### src/rtl/twi_wr_pkg.sv
package twi_wr_pkg;
  typedef enum logic [2:0] {
    S_IDLE  = 3'd0,
    S_START = 3'd1,
    S_BIT   = 3'd2,
    S_STOP  = 3'd3,
    S_DONE  = 3'd4
  } wr_state_t;

  localparam int unsigned CELL_BITS = 9;  // 8 data bits + acknowledge
  localparam logic [1:0]  Q_SETUP   = 2'd1;
  localparam logic [1:0]  Q_SAMPLE  = 2'd2;
  localparam logic [1:0]  Q_LAST    = 2'd3;
endpackage

### src/rtl/twi_qtr_timer.sv
module twi_qtr_timer #(
  parameter int unsigned QTR = 125
) (
  input  logic       clk,
  input  logic       rst_n,
  input  logic       run,
  output logic       tick,
  output logic [1:0] phase
);
  localparam int unsigned CW = (QTR > 1) ? $clog2(QTR) : 1;
  localparam logic [CW-1:0] LAST = CW'(QTR - 1);

  logic [CW-1:0] cnt;

  assign tick = run && (cnt == LAST);

  always_ff @(posedge clk or negedge rst_n) begin
    if (!rst_n) begin
      cnt   <= '0;
      phase <= 2'd0;
    end else if (!run) begin
      cnt   <= '0;
      phase <= 2'd0;
    end else if (cnt == LAST) begin
      cnt   <= '0;
      phase <= phase + 2'd1;
    end else begin
      cnt <= cnt + CW'(1);
    end
  end

  // quarter phase only moves on a tick
  p_phase_hold_r9: assert property (@(posedge clk) disable iff (!rst_n)
    (run && !tick) |=> $stable(phase));
endmodule

### src/rtl/twi_frame_shifter.sv
module twi_frame_shifter #(
  parameter logic [7:0]  DEV_ADDR = 8'h78,
  parameter int unsigned ADDR_W   = 16,
  parameter int unsigned DATA_W   = 16
) (
  input  logic              clk,
  input  logic              rst_n,
  input  logic              load,
  input  logic [ADDR_W-1:0] addr,
  input  logic [DATA_W-1:0] data,
  input  logic              advance,
  output logic              tx_bit,
  output logic              on_ack,
  output logic              last_byte
);
  import twi_wr_pkg::*;

  localparam int unsigned FRAME_W = 8 + ADDR_W + DATA_W;
  localparam int unsigned NBYTES  = FRAME_W / 8;
  localparam int unsigned BYW     = $clog2(NBYTES + 1);
  localparam int unsigned BIW     = $clog2(CELL_BITS + 1);

  logic [FRAME_W-1:0] frame;
  logic [BIW-1:0]     bit_idx;
  logic [BYW-1:0]     byte_idx;

  assign tx_bit    = frame[FRAME_W-1];
  assign on_ack    = (bit_idx == BIW'(CELL_BITS - 1));
  assign last_byte = (byte_idx == BYW'(NBYTES - 1));

  always_ff @(posedge clk or negedge rst_n) begin
    if (!rst_n) begin
      frame    <= '0;
      bit_idx  <= '0;
      byte_idx <= '0;
    end else if (load) begin
      frame    <= {DEV_ADDR, addr, data};
      bit_idx  <= '0;
      byte_idx <= '0;
    end else if (advance) begin
      if (on_ack) begin
        bit_idx  <= '0;
        byte_idx <= byte_idx + BYW'(1);
      end else begin
        frame   <= {frame[FRAME_W-2:0], 1'b0};
        bit_idx <= bit_idx + BIW'(1);
      end
    end
  end

  // byte index never passes the frame length
  p_byte_bound_r3: assert property (@(posedge clk) disable iff (!rst_n)
    (advance && on_ack && last_byte) |=> (load || byte_idx == BYW'(NBYTES)));
endmodule

### src/rtl/twi_wr_sequencer.sv
module twi_wr_sequencer (
  input  logic       clk,
  input  logic       rst_n,
  input  logic       req_valid,
  output logic       req_ready,
  input  logic       tick,
  input  logic [1:0] phase,
  input  logic       tx_bit,
  input  logic       on_ack,
  input  logic       last_byte,
  input  logic       sda_in_s,
  output logic       load,
  output logic       advance,
  output logic       run,
  output logic       scl_o,
  output logic       sda_low_o,
  output logic       done_o,
  output logic       nack_o
);
  import twi_wr_pkg::*;

  wr_state_t state;
  logic      nack_seen;
  logic      cell_end;
  logic      sample;
  logic      scl_c;
  logic      sda_c;

  assign cell_end  = tick && (phase == Q_LAST);
  assign sample    = tick && (phase == Q_SAMPLE) && (state == S_BIT) && on_ack;
  assign req_ready = (state == S_IDLE);
  assign load      = req_ready && req_valid;
  assign advance   = (state == S_BIT) && cell_end;
  assign run       = (state == S_START) || (state == S_BIT) || (state == S_STOP);

  always_comb begin
    scl_c = 1'b1;
    sda_c = 1'b0;
    unique case (state)
      S_START: sda_c = phase[1];
      S_BIT: begin
        scl_c = phase[1];
        if (phase == 2'd0) sda_c = sda_low_o;
        else               sda_c = on_ack ? 1'b0 : ~tx_bit;
      end
      S_STOP: begin
        scl_c = phase[1];
        if (phase == 2'd0) sda_c = sda_low_o;
        else               sda_c = (phase != Q_LAST);
      end
      default: ;
    endcase
  end

  always_ff @(posedge clk or negedge rst_n) begin
    if (!rst_n) begin
      state     <= S_IDLE;
      nack_seen <= 1'b0;
      nack_o    <= 1'b0;
      done_o    <= 1'b0;
      scl_o     <= 1'b1;
      sda_low_o <= 1'b0;
    end else begin
      scl_o     <= scl_c;
      sda_low_o <= sda_c;
      done_o    <= 1'b0;
      unique case (state)
        S_IDLE: if (req_valid) begin
          state  <= S_START;
          nack_o <= 1'b0;
        end
        S_START: if (cell_end) begin
          state     <= S_BIT;
          nack_seen <= 1'b0;
        end
        S_BIT: begin
          if (sample && sda_in_s) nack_seen <= 1'b1;
          if (cell_end && on_ack && (nack_seen || last_byte)) begin
            state  <= S_STOP;
            nack_o <= nack_seen;
          end
        end
        S_STOP: if (cell_end) begin
          state  <= S_DONE;
          done_o <= 1'b1;
        end
        default: state <= S_IDLE;
      endcase
    end
  end

  p_ready_drops_r1: assert property (@(posedge clk) disable iff (!rst_n)
    (req_valid && req_ready) |=> !req_ready);

  p_sda_steady_r4: assert property (@(posedge clk) disable iff (!rst_n)
    (scl_o && $past(scl_o) && state == S_BIT && $past(state) == S_BIT)
      |-> $stable(sda_low_o));

  p_ack_release_r5: assert property (@(posedge clk) disable iff (!rst_n)
    sample |-> (!sda_low_o && scl_o));

  p_nack_stops_r6: assert property (@(posedge clk) disable iff (!rst_n)
    (advance && on_ack && nack_seen) |=> (state == S_STOP));

  p_done_single_r8: assert property (@(posedge clk) disable iff (!rst_n)
    done_o |=> !done_o);
endmodule

### src/rtl/sensor_reg_writer.sv
module sensor_reg_writer #(
  parameter int unsigned SYS_CLK_HZ = 50_000_000,
  parameter int unsigned SCL_HZ     = 100_000,
  parameter logic [7:0]  DEV_ADDR   = 8'h78
) (
  input  logic        clk,
  input  logic        rst_n,
  input  logic        req_valid,
  output logic        req_ready,
  input  logic [15:0] req_addr,
  input  logic [15:0] req_data,
  output logic        scl_o,
  output logic        sda_low_o,
  input  logic        sda_i,
  output logic        done_o,
  output logic        nack_o
);
  localparam int unsigned QTR_RAW = SYS_CLK_HZ / (4 * SCL_HZ);
  localparam int unsigned QTR     = (QTR_RAW < 2) ? 2 : QTR_RAW;

  logic       tick, run, load, advance;
  logic [1:0] phase;
  logic       tx_bit, on_ack, last_byte;
  logic [1:0] sda_sync;

  always_ff @(posedge clk or negedge rst_n) begin
    if (!rst_n) sda_sync <= 2'b11;
    else        sda_sync <= {sda_sync[0], sda_i};
  end

  twi_qtr_timer #(.QTR(QTR)) u_timer (
    .clk(clk), .rst_n(rst_n), .run(run), .tick(tick), .phase(phase)
  );

  twi_frame_shifter #(.DEV_ADDR(DEV_ADDR), .ADDR_W(16), .DATA_W(16)) u_shift (
    .clk(clk), .rst_n(rst_n), .load(load), .addr(req_addr), .data(req_data),
    .advance(advance), .tx_bit(tx_bit), .on_ack(on_ack), .last_byte(last_byte)
  );

  twi_wr_sequencer u_seq (
    .clk(clk), .rst_n(rst_n), .req_valid(req_valid), .req_ready(req_ready),
    .tick(tick), .phase(phase), .tx_bit(tx_bit), .on_ack(on_ack),
    .last_byte(last_byte), .sda_in_s(sda_sync[1]), .load(load),
    .advance(advance), .run(run), .scl_o(scl_o), .sda_low_o(sda_low_o),
    .done_o(done_o), .nack_o(nack_o)
  );
endmodule

### config.mk
export PLATFORM = sky130hd
export DESIGN_NAME = sensor_reg_writer
export DESIGN_NICKNAME = d
export VERILOG_FILES = /design/src/rtl/twi_wr_pkg.sv /design/src/rtl/twi_qtr_timer.sv /design/src/rtl/twi_frame_shifter.sv /design/src/rtl/twi_wr_sequencer.sv /design/src/rtl/sensor_reg_writer.sv
export SDC_FILE = /design/constraint.sdc
export NUM_CORES = 1
export LEC_CHECK = 0
export BUFFER_PORTS_ARGS = -buffer_cell sky130_fd_sc_hd__buf_4
export CAP_MARGIN = 15
export CORE_UTILIZATION = 60
export CTS_CLUSTER_DIAMETER = 50
export DETAILED_ROUTE_END_ITERATION = 10
export HOLD_SLACK_MARGIN = 0.06
export PLACE_DENSITY = 0.8
export SLEW_MARGIN = 10
export SYNTH_ARGS = -nofsm -noshare
export SYNTH_HDL_FRONTEND = slang
export SYNTH_SLANG_ARGS = --single-unit
### constraint.sdc
create_clock -name clk -period 3.7 [get_ports clk]
set_input_delay 0.185 -clock clk [delete_from_list [all_inputs] [get_ports clk]]
set_output_delay 0.185 -clock clk [all_outputs]
set_load 0.05 [all_outputs]
### After elaboration in Yosys (flattened, before gate mapping)

Index checks and enable logic that the tools add are counted.

| operators by class | value |
|---|---|
| $add $sub $neg | 4 |
| equality and inequality tests | 18 |
| bitwise gates (word level) | 1 |
| reductions and logical operators | 26 |
| multiplexer cells | 31 |

Operators with widths:

| operator | number |
|---|---|
| $mux W40 | 3 |
| $mux W3 | 7 |
| $ne A2 B2 Y1 const B | 8 |
| $mux W7 | 2 |
| $mux W4 | 3 |
| $pmux W3 S4 | 1 |
| $logic_and A1 B1 Y1 | 10 |
| $mux W1 | 10 |
| $reduce_bool A2 Y1 | 4 |
| $add A7 B1 Y7 const B | 1 |
| $eq A7 B7 Y1 const B | 1 |
| $eq A3 B2 Y1 const B | 2 |
| $reduce_and A2 Y1 | 3 |
| $reduce_and A3 Y1 | 2 |
| $add A4 B1 Y4 const B | 1 |
| $eq A2 B2 Y1 const B | 2 |
| $eq A4 B4 Y1 const B | 1 |
| $mux W2 | 2 |
| $ne A2 B1 Y1 const B | 2 |
| $pmux W1 S2 | 2 |
| $reduce_and A4 Y1 | 1 |
| $add A3 B1 Y3 const B | 1 |
| $eq A3 B1 Y1 const B | 1 |
| $eq A3 B3 Y1 const B | 1 |
| other kinds (7) | 9 |

| word-level totals | value |
|---|---|
| word-level logic and storage cells | 92 |
| output and inout port bits | 5 |
| input port bits | 36 |
| register bits after elaboration | 66 |

### Longest topological paths before layout

Gate-level depths: netlist of the first run.

| depth | value |
|---|---|
| word-level depth | 10 |
| gate-level depth with buffers | 8 |
| depth with buffers taken out | 6 |

### Cells and area by module

Synthesis of the first run repeated with hierarchy kept, for this count alone.

| unflattened totals | value |
|---|---|
| cells, all modules | 351 |
| area total of the unflattened synthesis | 3321.9 um^2 |

Modules (own cells, without submodules):

| module | area each (um^2) | times used | cells each | sequential area each (um^2) |
|---|---|---|---|---|
| twi_frame_shifter | 2393.5 | 1 | 257 | 1176.1 |
| twi_qtr_timer | 441.7 | 1 | 44 | 225.2 |
| twi_wr_sequencer | 434.2 | 1 | 48 | 201.4 |
| sensor_reg_writer | 52.6 | 1 | 2 | 52.6 |

### Least setup slack after synthesis of the first run

No wires, ideal clock.

| timing | value |
|---|---|
| kind | register -> register |
| start | register u_seq.state[0] |
| end | register u_shift.frame[1] |
| buffers on the path | 3 |
| data required time | 3.628 ns |
| clock period less this slack | 2.672 ns |
| cell stages (with the launch flop) | 8 |
| path slack | 1.028 ns |
| arrival time | 2.600 ns |
| path through | dfrtp_1 -> buf_2 -> nor3_1 -> and2_1 -> clkbuf_1 -> buf_2 -> nor3_1 -> nor2_1 |

| on the way | value |
|---|---|
| elaborated cells on any way between the ends | 14 |
| those cells by class | eq/ne (4); mux (1); reduce/logical (9) |

RTL lines:

| item | line | source |
|---|---|---|
| from (decl) | twi_wr_sequencer.sv:22 | `wr_state_t state;` |
| from (signal assigned) | twi_wr_sequencer.sv:57 | `state <= S_IDLE;` |
| from (signal assigned) | twi_wr_sequencer.sv:69 | `state <= S_START;` |
| from (signal assigned) | twi_wr_sequencer.sv:73 | `state <= S_BIT;` |
| $logic_not A3 Y1 * | twi_wr_sequencer.sv:31 | `assign req_ready = (state == S_IDLE);` |
| via req_ready | sensor_reg_writer.sv:9 | `output logic req_ready,` |
| $logic_and A1 B1 Y1 * | twi_wr_sequencer.sv:32 | `assign load = req_ready && req_valid;` |
| $ne A2 B2 Y1 (no source line) / $reduce_bool A2 Y1 (equally long branches) | - |  |
| $reduce_and A2 Y1 (no source line) | - |  |
| to (signal assigned) | twi_frame_shifter.sv:37 | `frame <= {DEV_ADDR, addr, data};` |
| to (signal assigned) | twi_frame_shifter.sv:45 | `frame <= {frame[FRAME_W-2:0], 1'b0};` |
| to (decl) | twi_frame_shifter.sv:23 | `logic [FRAME_W-1:0] frame;` |

The timed path passes the listed nets; every way through them passes the cells marked *.
A chain may end at the register's enable or synchronous reset.

### Worst setup path after layout of the first run

| timing | value |
|---|---|
| start | register u_timer.phase[1] |
| end | register u_shift.frame[28] |

| on the way | value |
|---|---|
| word-level cells in the longest chain between the ends | 5 |

RTL lines:

| item | line | source |
|---|---|---|
| from (decl) | twi_qtr_timer.sv:8 | `output logic [1:0] phase` |
| from (signal assigned) | twi_qtr_timer.sv:26 | `phase <= phase + 2'd1;` |
| $eq A2 B2 Y1 | twi_wr_sequencer.sv:29 | `assign cell_end = tick && (phase == Q_LAST);` |
| $logic_and A1 B1 Y1 | twi_wr_sequencer.sv:29 |  |
| $logic_and A1 B1 Y1 | twi_wr_sequencer.sv:33 | `assign advance = (state == S_BIT) && cell_end;` |
| $reduce_bool A2 Y1 (no source line) | - |  |
| $reduce_and A2 Y1 (no source line) | - |  |

No other way between the ends.

==> impl_metrics.yaml, run 1 <==
outcome:
  outcome: "finished clean"
placement:
  gp_congestion: 0.844
  place_area_um2: 3410
  port_buffers: 40
  dp.final_hpwl_mm: 3.92
clock_tree:
  clockBufferDepth: 2
  insertion_delay_ns: 0.34
  post_cts_buffers: 0
  cts_made_buffers: 9
  cts_sinks: 66
  htreeDepth: 3
  cts.root.buffer_cell: "clkbuf_8"
  clkSlewWorstSetupHoldPaths_ns: 0.07
  hold_buffers: 3
  cts_resized: 0
  cts_tree: "done"
worst_setup_path:
  r2r_cells: 6
  r2r_end: "u_shift.frame[28]$_DFFE_PN0P_"
  crit_type: "reg -> reg"
  crit_fanout: 16
  worst_ep_required_time_ns: 3.98
  critical_path.startpoint_type: "flip-flop"
  crit_path_end_kind: "flip-flop"
  crit_arrival_ns: 2.59
  reg2reg_slack_ns: 1.39
  r2r-start: "u_timer.phase[1]$_DFFE_PN0P_"
flow_run:
  cap_violations: 0
synthesis:
  synth.cell_area_um2: 3080
  muxShareOfSynthArea: 0.0264
  ys_seq_elements: 66
  ys_warn_count: 0
  synth_edf_count: 0
  syn_nets: 335
  postSynthAreaPerCell_um2: 10.6
  synthAdderAreaFrac: 0.0366
  synth_compound_area_frac: 0.168
  synth_top_family_by_area: "simple AND/OR/NAND/NOR gates"
  yosys.area_share.simple: 0.168
  synth_ff_type: "dfrtp_1"
  synth-xor-area-share: 0.0228
  synth-seq-area-share: 0.538
  async_flop_share: 1.00
  syn_inst: 290
  synthDistinctLibCells: 42
global_route:
  grt_max_degree: 67
  grt_first_pass_wirelength_mm: 9.81
  antenna_found_initial: 0
  grt_overflow: 0
  grt_pass1_vias: 2106
  track_usage: 0.248
floorplanning:
  row_count: 25
  dieArea_um2: 5420
  coreArea_um2: 4820
  chipWidth_um: 73.6
  initial_core_util: 0.639
  die_h_um: 73.6
  io_pins: 41
detailed_routing:
  totalWireLength_mm: 6.00
  drc: 0
  wl_per_cell_um: 14.9
  first_pass_iters: 4
  routed_via_density: 5.67
  drt_iter0_drc: 136
  detail-route-antenna-nets: 0
  dr_total_vias: 2285
power:
  powerDensity_nw_per_um2: 376
  p_total_mw: 1.37
  leakage_nw: 1.96
  ir_worst_vdd_uv: 266
sta:
  rsz0062_at_grt: "no"
  fin_crit_sh: 0.623
  hold_viol_final: 0
  post-route-min-period_ns: 2.31
  maxSlewViolCount: 0
  relSlewSlack: 0.459
  worst_pin_slew_ns: 0.811
  max_freq_mhz: 434
  setup_viol: 0
  final.setup_skew_ns: 0.00773
  tns_ns: 0
cells_and_area:
  antenna_cells: 0
  nNetsFinal: 376
  drive_gt1_frac: 0.205
  syn2layout_area_growth_pct: 18.5
  final_cell_area_um2: 3650
min_path:
  worstHoldStart: "req_addr[13]"
  hold_path_end: "u_shift.frame[29]$_DFFE_PN0P_"
  hold_class: "in -> reg"
  whs_path_depth: 3
cell families (layout without fill, tap and decap cells):
| kind of cell | Yosys count | after routing |
|---|---|---|
| compound gates | 69 | 69 |
| xor+xnor | 8 | 8 |
| flops | 66 | 66 |
| buf+inv | 27 | 73 |
| mux | 8 | 8 |
| simple gates | 103 | 103 |
| fa+ha+maj | 9 | 9 |
state kept, by name (all words and copies together) (netlist names):
signal / cells
u_seq.nack_seen: 1
u_seq.sda_low_o: 1
u_shift.frame: 40
u_shift.bit_idx: 4
u_seq.scl_o: 1
u_seq.nack_o: 1
u_shift.byte_idx: 3
u_timer.cnt: 7
u_seq.state: 3
u_seq.done_o: 1
sda_sync: 2
u_timer.phase: 2
synth_stat cells (3+ instances only):
| cell | count | area [µm²] |
|---|---|---|
| a21oi_1 | 9 | 45.0 |
| buf_2 | 9 | 45.0 |
| nor4_1 | 3 | 18.8 |
| nor3_1 | 13 | 65.1 |
| o21ai_0 | 3 | 15.0 |
| dfstp_2 | 3 | 78.8 |
| dfrtp_1 | 63 | 1580 |
| a21o_1 | 23 | 173 |
| clkbuf_1 | 5 | 18.8 |
| or3_1 | 3 | 18.8 |
| ha_1 | 9 | 113 |
| buf_4 | 3 | 22.5 |
| mux2i_1 | 7 | 70.1 |
| o22ai_1 | 5 | 31.3 |
| nor2_1 | 35 | 131 |
| nand3_1 | 14 | 70.1 |
| inv_1 | 10 | 37.5 |
| xor2_1 | 3 | 26.3 |
| nand2_1 | 18 | 67.6 |
| xnor2_1 | 5 | 43.8 |
| a22o_1 | 23 | 201 |
critical path, stage by stage (launching register included):
cell	delay (ns)
dfrtp_1	0.45
ha_1	0.27
nand3_1	0.22
nor4_4	0.70
buf_4	0.34
a22o_1	0.17
a21o_1	0.09
report_power, final:
group | switching [mW] | leakage, nW | internal, mW
Sequential | 0.000237 | 0.819 | 0.723
Clock | 0.260 | 0.105 | 0.344
Combinational | 0.0197 | 1.04 | 0.0256
Total | 0.280 | 1.96 | 1.09
area by class of cell:
cell class	instances	area, µm²
Clock inverter	5	52.6
Tap cell	67	83.8
Clock buffer	11	151
Sequential cell	66	1660
Timing Repair Buffer	47	360
Inverter	10	37.5
Multi-Input combinational cell	197	1310
Fill cell	393	1170
layer usage:
layer	vias up	global-route usage	wire (µm)
met3	8	0.0850	317
met4	0	0.0833	75
met2	66	0.372	2950
li1	1107	-	-
met1	1104	0.338	2660
met5	-	0	0
how the worst max path moves through the flow:
| stage | startpoint | endpoint | slack, ns | cells after the start |
|---|---|---|---|---|
| after detailed placement | u_timer.phase[1]$_DFFE_PN0P_ | u_shift.frame[28]$_DFFE_PN0P_ | 1.42 | 6 |
| final | u_timer.phase[1]$_DFFE_PN0P_ | u_shift.frame[28]$_DFFE_PN0P_ | 1.39 | 6 |
| after floorplan | u_seq.state[0]$_DFFE_PN0P_ | u_shift.frame[1]$_DFFE_PN0P_ | 1.03 | 7 |
| after CTS | u_timer.phase[1]$_DFFE_PN0P_ | u_shift.frame[19]$_DFFE_PN0P_ | 1.38 | 6 |
| after global placement | u_timer.phase[1]$_DFFE_PN0P_ | u_shift.frame[28]$_DFFE_PN0P_ | 1.44 | 6 |
| after global routing | u_timer.phase[1]$_DFFE_PN0P_ | u_shift.frame[24]$_DFFE_PN0P_ | 1.28 | 6 |
cell usage in the layout (no fill, tap or decap), types with 2 or more instances in the layout:
cell type | Yosys | layout
buf_4 | 3 | 44
ha_1 | 9 | 9
nor4_1 | 3 | 3
nor3_1 | 13 | 13
nand2_1 | 18 | 18
dfstp_2 | 3 | 3
a21oi_1 | 9 | 9
mux2i_1 | 7 | 7
nand3_1 | 14 | 14
dlygate4sd3_1 | 0 | 3
nor2_1 | 35 | 35
or3_1 | 3 | 3
and2_1 | 2 | 2
o22ai_1 | 5 | 5
clkinv_2 | 0 | 3
or4_1 | 2 | 2
a22o_1 | 23 | 23
inv_1 | 10 | 10
nand2b_1 | 2 | 2
o21ai_0 | 3 | 3
xnor2_1 | 5 | 5
a21o_1 | 23 | 23
clkbuf_8 | 0 | 11
dfrtp_1 | 63 | 63
xor2_1 | 3 | 3
through the flow:
step                      std cells  worst slack [ns]   util  hold slack [ns]
final                           403              1.39  0.757           0.0990
after global routing            403              1.28  0.757            0.103
after CTS                       403              1.38  0.757           0.0897
after detailed placement        384              1.42  0.709            0.296
after global placement          384              1.44  0.709            0.295
after floorplan                 290              1.03      -           -0.111
(Power assumes the default switching activity.)
==> run 2, diff against run 1 <==
Settings changed: ABC_AREA set to 1, CORE_UTILIZATION 60 to 58, PLACE_DENSITY 0.8 to 0.77.
Clock period 3.7 ns to 2.25 ns, I/O delays scaled along.
==> run 2 against run 1 <==
Net effect:
- utilization down 4.9 points
- sequential power up 71%
- global-route usage up 0.90 points
==> impl_metrics.yaml, run 2 <==
placement:
  place_area_um2: 3680
  dp.final_hpwl_mm: 4.30
  gp_congestion: 0.843
  port_buffers: 40
floorplanning:
  chipWidth_um: 78.2
  die_h_um: 78.2
  coreArea_um2: 5540
  initial_core_util: 0.607
  io_pins: 41
  row_count: 27
  dieArea_um2: 6110
global_route:
  antenna_found_initial: 0
  grtUsageMet1: 0.320
  grt_first_pass_wirelength_mm: 12.2
  use_met2: 0.435
  grt_max_degree: 67
  busiest_layer: "met2"
  grt_overflow: 0
  grt_pass1_vias: 2857
  track_usage: 0.257
  met3_usage: 0.0442
synthesis:
  synth_edf_count: 0
  synth_ff_type: "dfrtp_1"
  async_flop_share: 1.00
  yosysTopAreaCell: "dfrtp_1"
  netlist.area_leader.share: 0.469
  synth_commonest_cells: "nand2_1 (212), dfrtp_1 (63), nand3_1 (50)"
  syn_inst: 445
  syn_nets: 490
  ys_seq_elements: 66
  synth.most_common_cell: "nand2_1"
  synth.cell_area_um2: 3360
  synth-seq-area-share: 0.492
  postSynthAreaPerCell_um2: 7.56
  ys_warn_count: 0
  synthDistinctLibCells: 24
  synth_area_leaders: "dfrtp_1 (47%), nand2_1 (24%), nand3_1 (7.4%)"
worst_setup_path:
  crit_chain: "inv_1, ha_1, nand3_1, nor2_2, nand4_2, nand2_2, buf_4, nand3_1, o21ai_0"
  crit_fanout: 31
  worst_ep_required_time_ns: 2.51
  max_stage_delay_ns: 0.42
  path_delay_family: "simple AND/OR/NAND/NOR gates"
  crit_path_end_kind: "flip-flop"
  critical_path.startpoint_type: "flip-flop"
  cp_slowest_cell: "dfrtp_1"
  crit_arrival_ns: 2.16
  crit_buf_inv: 2
  crit_type: "reg -> reg"
  cp_common_cell: "nand3_1"
flow_run:
  cap_violations: 0
cells_and_area:
  fin_util: 0.709
  syn2layout_area_growth_pct: 16.7
  final_common_cell: "nand2_1"
  final_cell_area_um2: 3930
  layout_common_cells: "nand2_1 (212), dfrtp_1 (63), nand3_1 (50)"
  top_regs: "u_shift.frame x40, u_timer.cnt x7, u_shift.bit_idx x4"
  antenna_cells: 0
  largest_reg_flops: 40
  drive_gt1_frac: 0.161
  largest_register: "u_shift.frame"
  nNetsFinal: 530
clock_tree:
  hold_buffers: 3
  insertion_delay_ns: 0.35
  cts.root.buffer_cell: "clkbuf_8"
  cts_tree: "done"
  cts_sinks: 66
  clkSlewWorstSetupHoldPaths_ns: 0.08
  cts_made_buffers: 9
  clockBufferDepth: 2
  htreeDepth: 3
  cts_resized: 0
  post_cts_buffers: 0
power:
  pwr-share-seq: 0.497
  leakage_nw: 2.17
  switching_power_uw: 557
  power.share.clock: 0.445
  swShare: 0.223
  power.internal_mw: 1.94
  powerDensity_nw_per_um2: 637
  power_frac_comb: 0.058
  ir_worst_vdd_uv: 331
sta:
  relSlewSlack: 0.451
  holdWs_ns: 0.0958
  setup_viol: 0
  max_freq_mhz: 525
  rsz0062_at_grt: "no"
  hold_viol_final: 0
  fin_crit_sh: 0.846
  final.setup_skew_ns: 0.0122
  post-route-min-period_ns: 1.90
  tns_ns: 0
  worst_pin_slew_ns: 0.824
  maxSlewViolCount: 0
detailed_routing:
  detail-route-antenna-nets: 0
  first_pass_iters: 4
  drc: 0
  routed_via_density: 5.18
  dr_total_vias: 2912
  totalWireLength_mm: 6.99
  drt_iter0_drc: 177
  wl_per_cell_um: 12.4
outcome:
  outcome: "finished clean"
min_path:
  hold_class: "in -> reg"
[run 2: cell count changes in the layout (fill, tap and decap cells not counted), sizes merged, moves of 11 or more]
cell,delta
nor3,-11
inv,+17
nand3,+36
a22o,-23
nor2,-11
nand2,+197
a21o,-23
o21ai,+11
[run 2: kinds of logic after synthesis]
group | share of synthesized area
flip-flops | 0.492
adder cells (fa/ha/maj) | 0.0335
XOR/XNOR | 0.0156
buffers and inverters | 0.0640
AND/OR/NAND/NOR | 0.365
AO/OA/AOI/OAI | 0.0294
[run 2: routing by layer]
| layer | vias up | wire (µm) |
|---|---|---|
| li1 | 1462 | - |
| met3 | 11 | 259 |
| met2 | 70 | 3400 |
| met4 | 0 | 121 |
| met5 | - | 0 |
| met1 | 1369 | 3210 |
[run 2: power by group through the flow]
| stage | Sequential [mW] | Combinational (mW) | Clock [mW] |
|---|---|---|---|
| floorplan | 1.26 | 0.0615 | 0 |
| global placement | 1.26 | 0.138 | 0 |
| detailed placement | 1.26 | 0.142 | 0 |
| CTS | 1.24 | 0.147 | 1.12 |
| global route | 1.25 | 0.166 | 1.17 |
| finish | 1.24 | 0.144 | 1.11 |
[run 2: final timing paths]
| check | slack, ns | from | depth (start not counted) | to |
|---|---|---|---|---|
| max | 0.35 | u_timer.cnt[0]$_DFF_PN0_ | 9 | u_shift.frame[4]$_DFFE_PN0P_ |
| min | 0.1 | req_addr[2] | 5 | u_shift.frame[18]$_DFFE_PN0P_ |
| max reg2reg | 0.35 | u_timer.cnt[0]$_DFF_PN0_ | 9 | u_shift.frame[4]$_DFFE_PN0P_ |
| min reg2reg | 0.38 | sda_sync[0]$_DFF_PN1_ | 0 | sda_sync[1]$_DFF_PN1_ |
| max in group asynchronous | 1.30 | rst_n | 2 | u_shift.byte_idx[1]$_DFFE_PN0P_ |
| min in group asynchronous | 0.40 | rst_n | 2 | u_seq.state[2]$_DFFE_PN0P_ |
[run 2: area by class of cell]
class / instances / area, µm²
clock buffer: 11 / 141
clock inverter: 5 / 77.6
sequential: 66 / 1660
timing repair buffer: 48 / 368
inverter: 27 / 101
fill: 479 / 1610
multi-input combinational: 333 / 1490
tap: 72 / 90.1
[run 2: worst min-delay path, cell delays in order]
cell and delay [ns]:
buf_4 0.07, nand2_1 0.04, nand2_1 0.05, nand3_1 0.07, nand2_1 0.06
[run 2: through the flow]
stage / power [mW] / setup WS [ns] / std cells
global placement: 1.40 / 0.416 / 543
global route: 2.58 / 0.101 / 562
CTS: 2.51 / 0.339 / 562
detailed placement: 1.41 / 0.354 / 543
floorplan: 1.32 / 0.705 / 445
finish: 2.50 / 0.347 / 562
